$ cat src/rtl/sens_i2c_pkg.sv
package sens_i2c_pkg;
  typedef enum logic [2:0] {
    S_IDLE, S_ADDR, S_AACK, S_RX, S_RACK, S_TX, S_TACK
  } i2c_st_e;

  localparam logic [6:0] A_ID   = 7'h0F;
  localparam logic [6:0] A_AVG  = 7'h10;
  localparam logic [6:0] A_C1   = 7'h20;
  localparam logic [6:0] A_C2   = 7'h21;
  localparam logic [6:0] A_C3   = 7'h22;
  localparam logic [6:0] A_STAT = 7'h27;
  localparam logic [6:0] A_HLO  = 7'h28;

  localparam logic [7:0] M_AVG = 8'h3F;
  localparam logic [7:0] M_C1  = 8'h87;
  localparam logic [7:0] M_C2  = 8'h83;
  localparam logic [7:0] M_C3  = 8'hC4;

  localparam int CAL_BYTES = 16;
  localparam int NCH       = 2;
endpackage

$ cat src/rtl/sens_i2c_sync.sv
module sens_i2c_sync #(
  parameter int STAGES = 2
) (
  input  logic clk_i,
  input  logic rst_ni,
  input  logic d_i,
  output logic q_o,
  output logic rise_o,
  output logic fall_o
);
  logic [STAGES:0] sh;

  always_ff @(posedge clk_i or negedge rst_ni) begin
    if (!rst_ni) sh <= '1;
    else         sh <= {sh[STAGES-1:0], d_i};
  end

  assign q_o    = sh[STAGES-1];
  assign rise_o = sh[STAGES-1] & ~sh[STAGES];
  assign fall_o = ~sh[STAGES-1] & sh[STAGES];
endmodule

$ cat src/rtl/sens_i2c_engine.sv
module sens_i2c_engine
  import sens_i2c_pkg::*;
#(
  parameter logic [6:0] DEV_ADDR = 7'h5F
) (
  input  logic       clk_i,
  input  logic       rst_ni,
  input  logic       scl_i,
  input  logic       scl_rise_i,
  input  logic       scl_fall_i,
  input  logic       sda_i,
  input  logic       sda_rise_i,
  input  logic       sda_fall_i,
  input  logic [7:0] rd_data_i,
  output logic       sda_oe_o,
  output logic       sub_stb_o,
  output logic       wr_stb_o,
  output logic       rd_stb_o,
  output logic [7:0] byte_o
);
  i2c_st_e    st;
  logic [3:0] cnt;
  logic [7:0] sh, txsh;
  logic       rw, sub_ph, nack;

  logic start, stop, byte_end;
  assign start    = sda_fall_i & scl_i;
  assign stop     = sda_rise_i & scl_i;
  assign byte_end = scl_fall_i & (cnt == 4'd8);

  assign sub_stb_o = (st == S_RX) & byte_end & sub_ph;
  assign wr_stb_o  = (st == S_RX) & byte_end & ~sub_ph;
  assign rd_stb_o  = ((st == S_AACK) & scl_fall_i & rw) |
                     ((st == S_TACK) & scl_fall_i & ~nack);
  assign byte_o    = sh;

  always_ff @(posedge clk_i or negedge rst_ni) begin
    if (!rst_ni) begin
      st <= S_IDLE; cnt <= '0; sh <= '0; txsh <= '0;
      rw <= 1'b0; sub_ph <= 1'b0; nack <= 1'b0; sda_oe_o <= 1'b0;
    end else if (start) begin
      st <= S_ADDR; cnt <= '0; sda_oe_o <= 1'b0;
    end else if (stop) begin
      st <= S_IDLE; sda_oe_o <= 1'b0;
    end else begin
      unique case (st)
        S_ADDR: begin
          if (scl_rise_i) begin
            sh <= {sh[6:0], sda_i}; cnt <= cnt + 4'd1;
          end else if (byte_end) begin
            cnt <= '0;
            if (sh[7:1] == DEV_ADDR) begin
              st <= S_AACK; sda_oe_o <= 1'b1; rw <= sh[0];
            end else begin
              st <= S_IDLE;
            end
          end
        end
        S_AACK: if (scl_fall_i) begin
          if (rw) begin
            st <= S_TX; txsh <= rd_data_i; sda_oe_o <= ~rd_data_i[7];
          end else begin
            st <= S_RX; sda_oe_o <= 1'b0; sub_ph <= 1'b1;
          end
        end
        S_RX: begin
          if (scl_rise_i) begin
            sh <= {sh[6:0], sda_i}; cnt <= cnt + 4'd1;
          end else if (byte_end) begin
            cnt <= '0; st <= S_RACK; sda_oe_o <= 1'b1;
          end
        end
        S_RACK: if (scl_fall_i) begin
          st <= S_RX; sda_oe_o <= 1'b0; sub_ph <= 1'b0;
        end
        S_TX: begin
          if (scl_rise_i) cnt <= cnt + 4'd1;
          else if (byte_end) begin
            cnt <= '0; st <= S_TACK; sda_oe_o <= 1'b0;
          end else if (scl_fall_i) begin
            txsh <= {txsh[6:0], 1'b0}; sda_oe_o <= ~txsh[6];
          end
        end
        S_TACK: begin
          if (scl_rise_i) nack <= sda_i;
          else if (scl_fall_i) begin
            if (nack) st <= S_IDLE;
            else begin
              st <= S_TX; txsh <= rd_data_i; sda_oe_o <= ~rd_data_i[7];
            end
          end
        end
        default: st <= S_IDLE;
      endcase
    end
  end

  assert_release_on_stop_R1: assert property (@(posedge clk_i) disable iff (!rst_ni)
    (stop && !start) |=> !sda_oe_o);
  assert_foreign_nack_R1: assert property (@(posedge clk_i) disable iff (!rst_ni)
    (st == S_ADDR && byte_end && !start && !stop && sh[7:1] != DEV_ADDR) |=> !sda_oe_o);
endmodule

$ cat src/rtl/sens_out_pair.sv
module sens_out_pair #(
  parameter int W = 16
) (
  input  logic         clk_i,
  input  logic         rst_ni,
  input  logic         cap_i,
  input  logic [W-1:0] din_i,
  input  logic         bdu_i,
  input  logic         rd_lo_i,
  input  logic         rd_hi_i,
  output logic [W-1:0] val_o,
  output logic         avail_o
);
  logic [W-1:0] live, frozen;
  logic         lock, lo_first;

  always_ff @(posedge clk_i or negedge rst_ni) begin
    if (!rst_ni) begin
      live <= '0; frozen <= '0; lock <= 1'b0; lo_first <= 1'b0; avail_o <= 1'b0;
    end else begin
      if (cap_i) live <= din_i;
      if (!bdu_i) lock <= 1'b0;
      else if (rd_lo_i | rd_hi_i) begin
        if (!lock) begin
          lock <= 1'b1; frozen <= live; lo_first <= rd_lo_i;
        end else if ((lo_first & rd_hi_i) | (~lo_first & rd_lo_i)) begin
          lock <= 1'b0;
        end
      end
      if (cap_i)        avail_o <= 1'b1;
      else if (rd_hi_i) avail_o <= 1'b0;
    end
  end

  assign val_o = lock ? frozen : live;

  assert_freeze_hold_R6: assert property (@(posedge clk_i) disable iff (!rst_ni)
    (lock && bdu_i && !rd_lo_i && !rd_hi_i) |=> $stable(val_o));
  assert_avail_set_R8: assert property (@(posedge clk_i) disable iff (!rst_ni)
    cap_i |=> avail_o);
  assert_no_capture_R12: assert property (@(posedge clk_i) disable iff (!rst_ni)
    !cap_i |=> $stable(live));
endmodule

$ cat src/rtl/sens_regfile.sv
module sens_regfile
  import sens_i2c_pkg::*;
#(
  parameter logic [7:0] ID_VALUE = 8'hBC
) (
  input  logic                   clk_i,
  input  logic                   rst_ni,
  input  logic                   sub_stb_i,
  input  logic                   wr_stb_i,
  input  logic                   rd_stb_i,
  input  logic [7:0]             byte_i,
  output logic [7:0]             rd_data_o,
  input  logic [15:0]            hum_i,
  input  logic                   hum_vld_i,
  input  logic [15:0]            tmp_i,
  input  logic                   tmp_vld_i,
  input  logic [8*CAL_BYTES-1:0] cal_i,
  input  logic                   conv_done_i,
  input  logic                   boot_done_i,
  output logic                   pwr_o,
  output logic [1:0]             odr_o,
  output logic [2:0]             avg_h_o,
  output logic [2:0]             avg_t_o,
  output logic                   heater_o,
  output logic                   oneshot_o,
  output logic                   boot_o,
  output logic                   drdy_o,
  output logic                   drdy_oe_o
);
  logic [6:0] ptr;
  logic       inc;
  logic [7:0] avg, c1, c2, c3;

  logic [15:0] din [NCH];
  logic [15:0] val [NCH];
  logic        vld [NCH];
  logic [NCH-1:0] av;

  assign din[0] = hum_i;
  assign din[1] = tmp_i;
  assign vld[0] = hum_vld_i;
  assign vld[1] = tmp_vld_i;

  // channel 0 humidity at 0x28/0x29, channel 1 temperature at 0x2A/0x2B
  for (genvar c = 0; c < NCH; c++) begin : g_pair
    localparam logic [6:0] LO = A_HLO + 7'(2 * c);
    sens_out_pair #(.W(16)) u_pair (
      .clk_i   (clk_i),
      .rst_ni  (rst_ni),
      .cap_i   (vld[c] & c1[7]),
      .din_i   (din[c]),
      .bdu_i   (c1[2]),
      .rd_lo_i (rd_stb_i && ptr == LO),
      .rd_hi_i (rd_stb_i && ptr == LO + 7'd1),
      .val_o   (val[c]),
      .avail_o (av[c])
    );
  end

  always_ff @(posedge clk_i or negedge rst_ni) begin
    if (!rst_ni) begin
      ptr <= '0; inc <= 1'b0;
    end else if (sub_stb_i) begin
      ptr <= byte_i[6:0]; inc <= byte_i[7];
    end else if ((rd_stb_i | wr_stb_i) & inc) begin
      ptr <= ptr + 7'd1;
    end
  end

  always_ff @(posedge clk_i or negedge rst_ni) begin
    if (!rst_ni) begin
      avg <= '0; c1 <= '0; c2 <= '0; c3 <= '0;
    end else begin
      if (conv_done_i) c2[0] <= 1'b0;
      if (boot_done_i) c2[7] <= 1'b0;
      if (wr_stb_i) begin
        unique case (ptr)
          A_AVG:   avg <= byte_i & M_AVG;
          A_C1:    c1  <= byte_i & M_C1;
          A_C2:    c2  <= byte_i & M_C2;
          A_C3:    c3  <= byte_i & M_C3;
          default: ;
        endcase
      end
    end
  end

  always_comb begin
    rd_data_o = 8'h00;
    if (ptr[6:4] == 3'b011) rd_data_o = cal_i[{ptr[3:0], 3'b000} +: 8];
    else begin
      unique case (ptr)
        A_ID:         rd_data_o = ID_VALUE;
        A_AVG:        rd_data_o = avg;
        A_C1:         rd_data_o = c1;
        A_C2:         rd_data_o = c2;
        A_C3:         rd_data_o = c3;
        A_STAT:       rd_data_o = {6'b0, av[0], av[1]};
        A_HLO:        rd_data_o = val[0][7:0];
        A_HLO + 7'd1: rd_data_o = val[0][15:8];
        A_HLO + 7'd2: rd_data_o = val[1][7:0];
        A_HLO + 7'd3: rd_data_o = val[1][15:8];
        default:      rd_data_o = 8'h00;
      endcase
    end
  end

  logic act, lvl;
  assign act = c3[2] & (|av);
  assign lvl = c3[7] ? ~act : act;
  assign drdy_o    = c3[6] ? 1'b0 : lvl;
  assign drdy_oe_o = c3[6] ? ~lvl : 1'b1;

  assign pwr_o     = c1[7];
  assign odr_o     = c1[1:0];
  assign avg_h_o   = avg[2:0];
  assign avg_t_o   = avg[5:3];
  assign heater_o  = c2[1];
  assign oneshot_o = c2[0];
  assign boot_o    = c2[7];

  assert_ptr_step_R3: assert property (@(posedge clk_i) disable iff (!rst_ni)
    ((rd_stb_i || wr_stb_i) && inc && !sub_stb_i) |=> ptr == $past(ptr) + 7'd1);
  assert_oneshot_clear_R9: assert property (@(posedge clk_i) disable iff (!rst_ni)
    (conv_done_i && !(wr_stb_i && ptr == A_C2)) |=> !oneshot_o);
endmodule

$ cat src/rtl/sens_i2c_regbank.sv
module sens_i2c_regbank
  import sens_i2c_pkg::*;
#(
  parameter logic [6:0] DEV_ADDR    = 7'h5F,
  parameter logic [7:0] ID_VALUE    = 8'hBC,
  parameter int         SYNC_STAGES = 2
) (
  input  logic                   clk_i,
  input  logic                   rst_ni,
  input  logic                   scl_i,
  input  logic                   sda_i,
  output logic                   sda_oe_o,
  input  logic [15:0]            hum_i,
  input  logic                   hum_vld_i,
  input  logic [15:0]            tmp_i,
  input  logic                   tmp_vld_i,
  input  logic [8*CAL_BYTES-1:0] cal_i,
  input  logic                   conv_done_i,
  input  logic                   boot_done_i,
  output logic                   pwr_o,
  output logic [1:0]             odr_o,
  output logic [2:0]             avg_h_o,
  output logic [2:0]             avg_t_o,
  output logic                   heater_o,
  output logic                   oneshot_o,
  output logic                   boot_o,
  output logic                   drdy_o,
  output logic                   drdy_oe_o
);
  logic scl_q, scl_r, scl_f, sda_q, sda_r, sda_f;
  logic sub_stb, wr_stb, rd_stb;
  logic [7:0] bus_byte, rd_data;

  sens_i2c_sync #(.STAGES(SYNC_STAGES)) u_scl_sync (
    .clk_i(clk_i), .rst_ni(rst_ni), .d_i(scl_i),
    .q_o(scl_q), .rise_o(scl_r), .fall_o(scl_f));

  sens_i2c_sync #(.STAGES(SYNC_STAGES)) u_sda_sync (
    .clk_i(clk_i), .rst_ni(rst_ni), .d_i(sda_i),
    .q_o(sda_q), .rise_o(sda_r), .fall_o(sda_f));

  sens_i2c_engine #(.DEV_ADDR(DEV_ADDR)) u_eng (
    .clk_i(clk_i), .rst_ni(rst_ni),
    .scl_i(scl_q), .scl_rise_i(scl_r), .scl_fall_i(scl_f),
    .sda_i(sda_q), .sda_rise_i(sda_r), .sda_fall_i(sda_f),
    .rd_data_i(rd_data), .sda_oe_o(sda_oe_o),
    .sub_stb_o(sub_stb), .wr_stb_o(wr_stb), .rd_stb_o(rd_stb),
    .byte_o(bus_byte));

  sens_regfile #(.ID_VALUE(ID_VALUE)) u_regs (
    .clk_i(clk_i), .rst_ni(rst_ni),
    .sub_stb_i(sub_stb), .wr_stb_i(wr_stb), .rd_stb_i(rd_stb),
    .byte_i(bus_byte), .rd_data_o(rd_data),
    .hum_i(hum_i), .hum_vld_i(hum_vld_i), .tmp_i(tmp_i), .tmp_vld_i(tmp_vld_i),
    .cal_i(cal_i), .conv_done_i(conv_done_i), .boot_done_i(boot_done_i),
    .pwr_o(pwr_o), .odr_o(odr_o), .avg_h_o(avg_h_o), .avg_t_o(avg_t_o),
    .heater_o(heater_o), .oneshot_o(oneshot_o), .boot_o(boot_o),
    .drdy_o(drdy_o), .drdy_oe_o(drdy_oe_o));
endmodule

$ cat config.mk
export PLATFORM = sky130hd
export DESIGN_NAME = sens_i2c_regbank
export DESIGN_NICKNAME = d
export VERILOG_FILES = /design/src/rtl/sens_i2c_pkg.sv /design/src/rtl/sens_i2c_sync.sv /design/src/rtl/sens_i2c_engine.sv /design/src/rtl/sens_out_pair.sv /design/src/rtl/sens_regfile.sv /design/src/rtl/sens_i2c_regbank.sv
export SDC_FILE = /design/constraint.sdc
export NUM_CORES = 1
export LEC_CHECK = 0
export BUFFER_PORTS_ARGS = -buffer_cell sky130_fd_sc_hd__buf_4
export CAP_MARGIN = 40
export CORE_MARGIN = 2
export CORE_UTILIZATION = 45
export CTS_BUF_LIST = sky130_fd_sc_hd__clkbuf_2 sky130_fd_sc_hd__clkbuf_4 sky130_fd_sc_hd__clkbuf_8
export DETAILED_ROUTE_END_ITERATION = 10
export PLACE_DENSITY_LB_ADDON = 0.3
export SYNTH_ARGS = -nofsm -noshare
export SYNTH_HDL_FRONTEND = slang
export SYNTH_SLANG_ARGS = --single-unit
$ cat constraint.sdc
create_clock -name clk_i -period 7.3 [get_ports clk_i]
set_clock_uncertainty 0.2 [all_clocks]
set_input_delay 0.73 -clock clk_i [delete_from_list [all_inputs] [get_ports clk_i]]
set_output_delay 0.73 -clock clk_i [all_outputs]
set_load 0.05 [all_outputs]
==> results by group <==
Status
  • Status: finished, final reports clean

Global routing
  • Vias in the first global route: 6252
  • Grt peak-use layer: met2
  • Met3 usage: 0.04713
  • GRT Util Overall: 0.2503
  • Initial antenna violation count: 0
  • Largest net degree at the start of global routing: 70
  • First-pass GRT wire length: between 30000 and 40000 um
  • M2 GR Usage: 0.4381
  • GRT overflow: 0
  • Global routing usage on met1: 0.3126

STA
  • Slew @ Worst Pin: just over 0.9 ns
  • RSZ-0062 raised after global routing: false
  • Tcrit/Tclk final: 0.4360
  • Final hold violation count: 0
  • Slew HR: 0.3864
  • Tmin final: around 3.2 ns
  • Max-slew violation count: 0
  • Final WS setup: around 4.1 ns
  • Final setup vio count: 0
  • FMAX: 0.3142 GHz
  • Setup TNS: 0 ns

Layout
  • FILL cells: ~1400
  • Area grow syn2layout: 25.57%
  • Area of the multi-input gates: 0.004028 sq mm
  • Sequential Area: 0.003162 sq mm
  • Antenna fix cells: 0
  • Nets@finish: 977
  • Layout cells sized above 1: 0.4583

Floorplanning
  • Rows: 47
  • Num ports: 183
  • Initial core utilization: 0.4550
  • Die H: roughly 130 um
  • Die Wd: around 130 um
  • Core area: ~0.016 sq mm
  • Die area: roughly 0.018 sq mm

Synthesis
  • Ys Warns: 0
  • Post-Syn Area: 0.007438 sq mm
  • Number of synthesized flops with an enable pin: 0
  • Leading area contributor after synthesis: dfrtp_1
  • Synthesized area per cell: ~12 sq um
  • Synthesized instance count: 640
  • Number of library cell types mapped by synthesis: 67
  • Synth async-reset ratio: 1.000
  • Synth area leaders: dfrtp_1, mux2_2, mux4_2
  • Ys flop type: dfrtp_1
  • Syn Nets: roughly 810
  • Synthesized flop and latch total: 126
  • Synth top area share: 0.4037
  • Seq/Total Area, Yosys: 0.4249

Detailed routing
  • Routed WL: ~22000 um
  • Initial DRC count: ~550
  • Drt pass-1 iters: 6
  • Vias per cell: around 5.8
  • WL/cell: 20.78 um
  • Final antenna-violating net count: 0
  • Total number of vias: 6022
  • DRC Markers: 0

Setup path
  • Max Fanout on Critical Path: 24
  • Reg2reg setup slack: 4.12 ns
  • Worst flop-to-flop path startpoint: u_regs.ptr[2]$_DFFE_PN0P_
  • Worst setup endpoint: u_regs.g_pair[0].u_pair.frozen[13]$_DFFE_PN0P_
  • CP Capture Type: register
  • Crit Reg-Reg Endpoint: u_regs.g_pair[0].u_pair.frozen[13]$_DFFE_PN0P_
  • Element type at the critical path start: register
  • R2R depth: 4
  • Crit. Startpoint: u_regs.ptr[2]$_DFFE_PN0P_
  • Critical path class: reg -> reg
  • CP arrival: between 3 and 4 ns
  • Worst EP required: about 7.4 ns

Hold path
  • Worst Hold Class: in -> async

Power
  • Peak supply drop: 0.0001194 V
  • Pwr dens: approximately 160 mW/mm^2
  • P_leak: 4.195 nW
  • Power Total: roughly 1.5 mW

Clock tree
  • CTS tree: built
  • Hold Buf Count CTS: 0
  • Clk sink count: roughly 130
  • Clock Latency Late Sink: 0.46 ns
  • Clk slew on worst S/H paths: 0.08 ns
  • Postcts setup bufs: 0
  • Root Buffer: clkbuf_8
  • Inserted Clock Buffers: 17
  • H-tree depth: 4
  • Post-cts sizing count: 0
  • Clock Tree Buf Depth: 2

Place
  • Post-detail-place hpwl: approximately 17000 um
  • GP Congestion: 0.9258
  • Post-Place Worst Slack: around 4.1 ns
  • PortBufs: around 180

Flow run
  • # Max-Cap Violations: 0
-- cell type report --
| class | instances | share of cell area |
|---|---|---|
| Clock buffer | 21 | 0.03094 |
| Inverter | 11 | 0.004421 |
| Sequential cell | 126 | 0.3385 |
| Multi-Input combinational cell | 460 | 0.4312 |
| Tap cell | 220 | 0.02947 |
| Clock inverter | 11 | 0.01380 |
| Timing Repair Buffer | 187 | 0.1516 |
-- sequential cells by signal (all words and copies together), names as in the netlist, 3 cells and up --
signal,flops
u_regs.c2,3
u_eng.txsh,7
u_regs.g_pair.u_pair.frozen,32
u_regs.g_pair.u_pair.live,32
u_regs.c3,3
u_regs.avg,6
u_eng.cnt,4
u_sda_sync.sh,3
u_eng.byte_o,8
u_regs.ptr,7
u_regs.c1,4
u_eng.st,3
u_scl_sync.sh,3
-- worst min-delay path by stage --
stage | slack (ns) | start | end | cells past startpoint
floorplan | 0.15 | u_scl_sync.sh[0]$_DFF_PN1_ | u_scl_sync.sh[1]$_DFF_PN1_ | 0
global placement | 0.15 | u_sda_sync.sh[0]$_DFF_PN1_ | u_sda_sync.sh[1]$_DFF_PN1_ | 0
detailed placement | 0.15 | u_sda_sync.sh[0]$_DFF_PN1_ | u_sda_sync.sh[1]$_DFF_PN1_ | 0
CTS | 0.14 | rst_ni | u_regs.c2[0]$_DFF_PN0_ | 1
global route | 0.16 | scl_i | u_scl_sync.sh[0]$_DFF_PN1_ | 1
finish | 0.13 | rst_ni | u_regs.c2[0]$_DFF_PN0_ | 1
-- cells in the mapped netlist, types with 4 or more instances --
master	number
nand3_1	49
nor4_1	4
nand4_1	9
and3_1	5
nor2b_1	9
mux2i_1	18
nand2b_1	8
nor3_1	8
o2111ai_1	6
o21ai_0	21
mux2_4	10
nor2_1	25
clkbuf_1	17
nand2_1	43
a211oi_1	4
o31ai_1	10
buf_2	16
dfstp_2	6
inv_1	11
mux2_1	8
xnor2_1	6
o211ai_1	4
mux4_2	33
o221ai_1	4
mux2_2	89
a21oi_1	27
buf_1	4
ha_1	6
dfrtp_1	120
-- worst max-delay path, stage by stage, from the launching register on --
cell      delay [ns]
dfrtp_1         0.72
nor4b_4         0.50
nand3_1         0.42
a2111o_1        0.79
mux2_1          0.43
-- logic make-up after synthesis --
group                      Yosys count  synth area share
AOI/OAI and AO/OA                   97           0.09016
adders and majority gates            6           0.01009
buffers and inverters               54           0.03364
and+or+nand+nor                    192            0.1418
xor gates and xnor gates             7          0.008242
DFF                                126            0.4249
muxes                              158            0.2912
-- report_power, final --
part / internal, mW / switching, mW / total, mW / leakage [nW]
sequential: 0.721 / 0.0386 / 0.760 / 1.68
clock: 0.343 / 0.290 / 0.632 / 0.209
combinational: 0.0914 / 0.0503 / 0.142 / 2.31
total: 1.15 / 0.379 / 1.53 / 4.19
-- layer usage --
| metal | up-vias | wire length (um) |
|---|---|---|
| met5 | - | 0 |
| met1 | 3010 | 8806 |
| li1 | 2749 | - |
| met3 | 24 | 1158 |
| met4 | 0 | 427 |
| met2 | 239 | 11140 |
-- metrics by stage --
stage            util  hold WS, ns  instances  cell area [sq um]
6_report       0.5713       0.1263       1036               9340
4_1_cts        0.5713       0.1358       1036               9340
3_5_place_dp   0.5458       0.1479       1004               8922
5_1_grt        0.5713       0.1581       1036               9340
2_1_floorplan       -       0.1452        640               7438
3_3_place_gp   0.5441       0.1477       1002               8895
-- cells in the final DEF, fill, tap and decap left out, types with 8 or more instances in the layout --
| cell | count |
|---|---|
| nor3_1 | 8 |
| mux2_2 | 89 |
| mux2i_1 | 18 |
| a21oi_1 | 27 |
| o21ai_0 | 21 |
| nor2b_1 | 9 |
| nand4_1 | 9 |
| buf_4 | 186 |
| clkbuf_8 | 21 |
| mux2_4 | 10 |
| nand3_1 | 49 |
| nand2_1 | 43 |
| nor2_1 | 25 |
| nand2b_1 | 8 |
| inv_1 | 11 |
| dfrtp_1 | 119 |
| o31ai_1 | 10 |
| mux4_2 | 33 |
| mux2_1 | 8 |
Power figures use the tool's default switching activity.
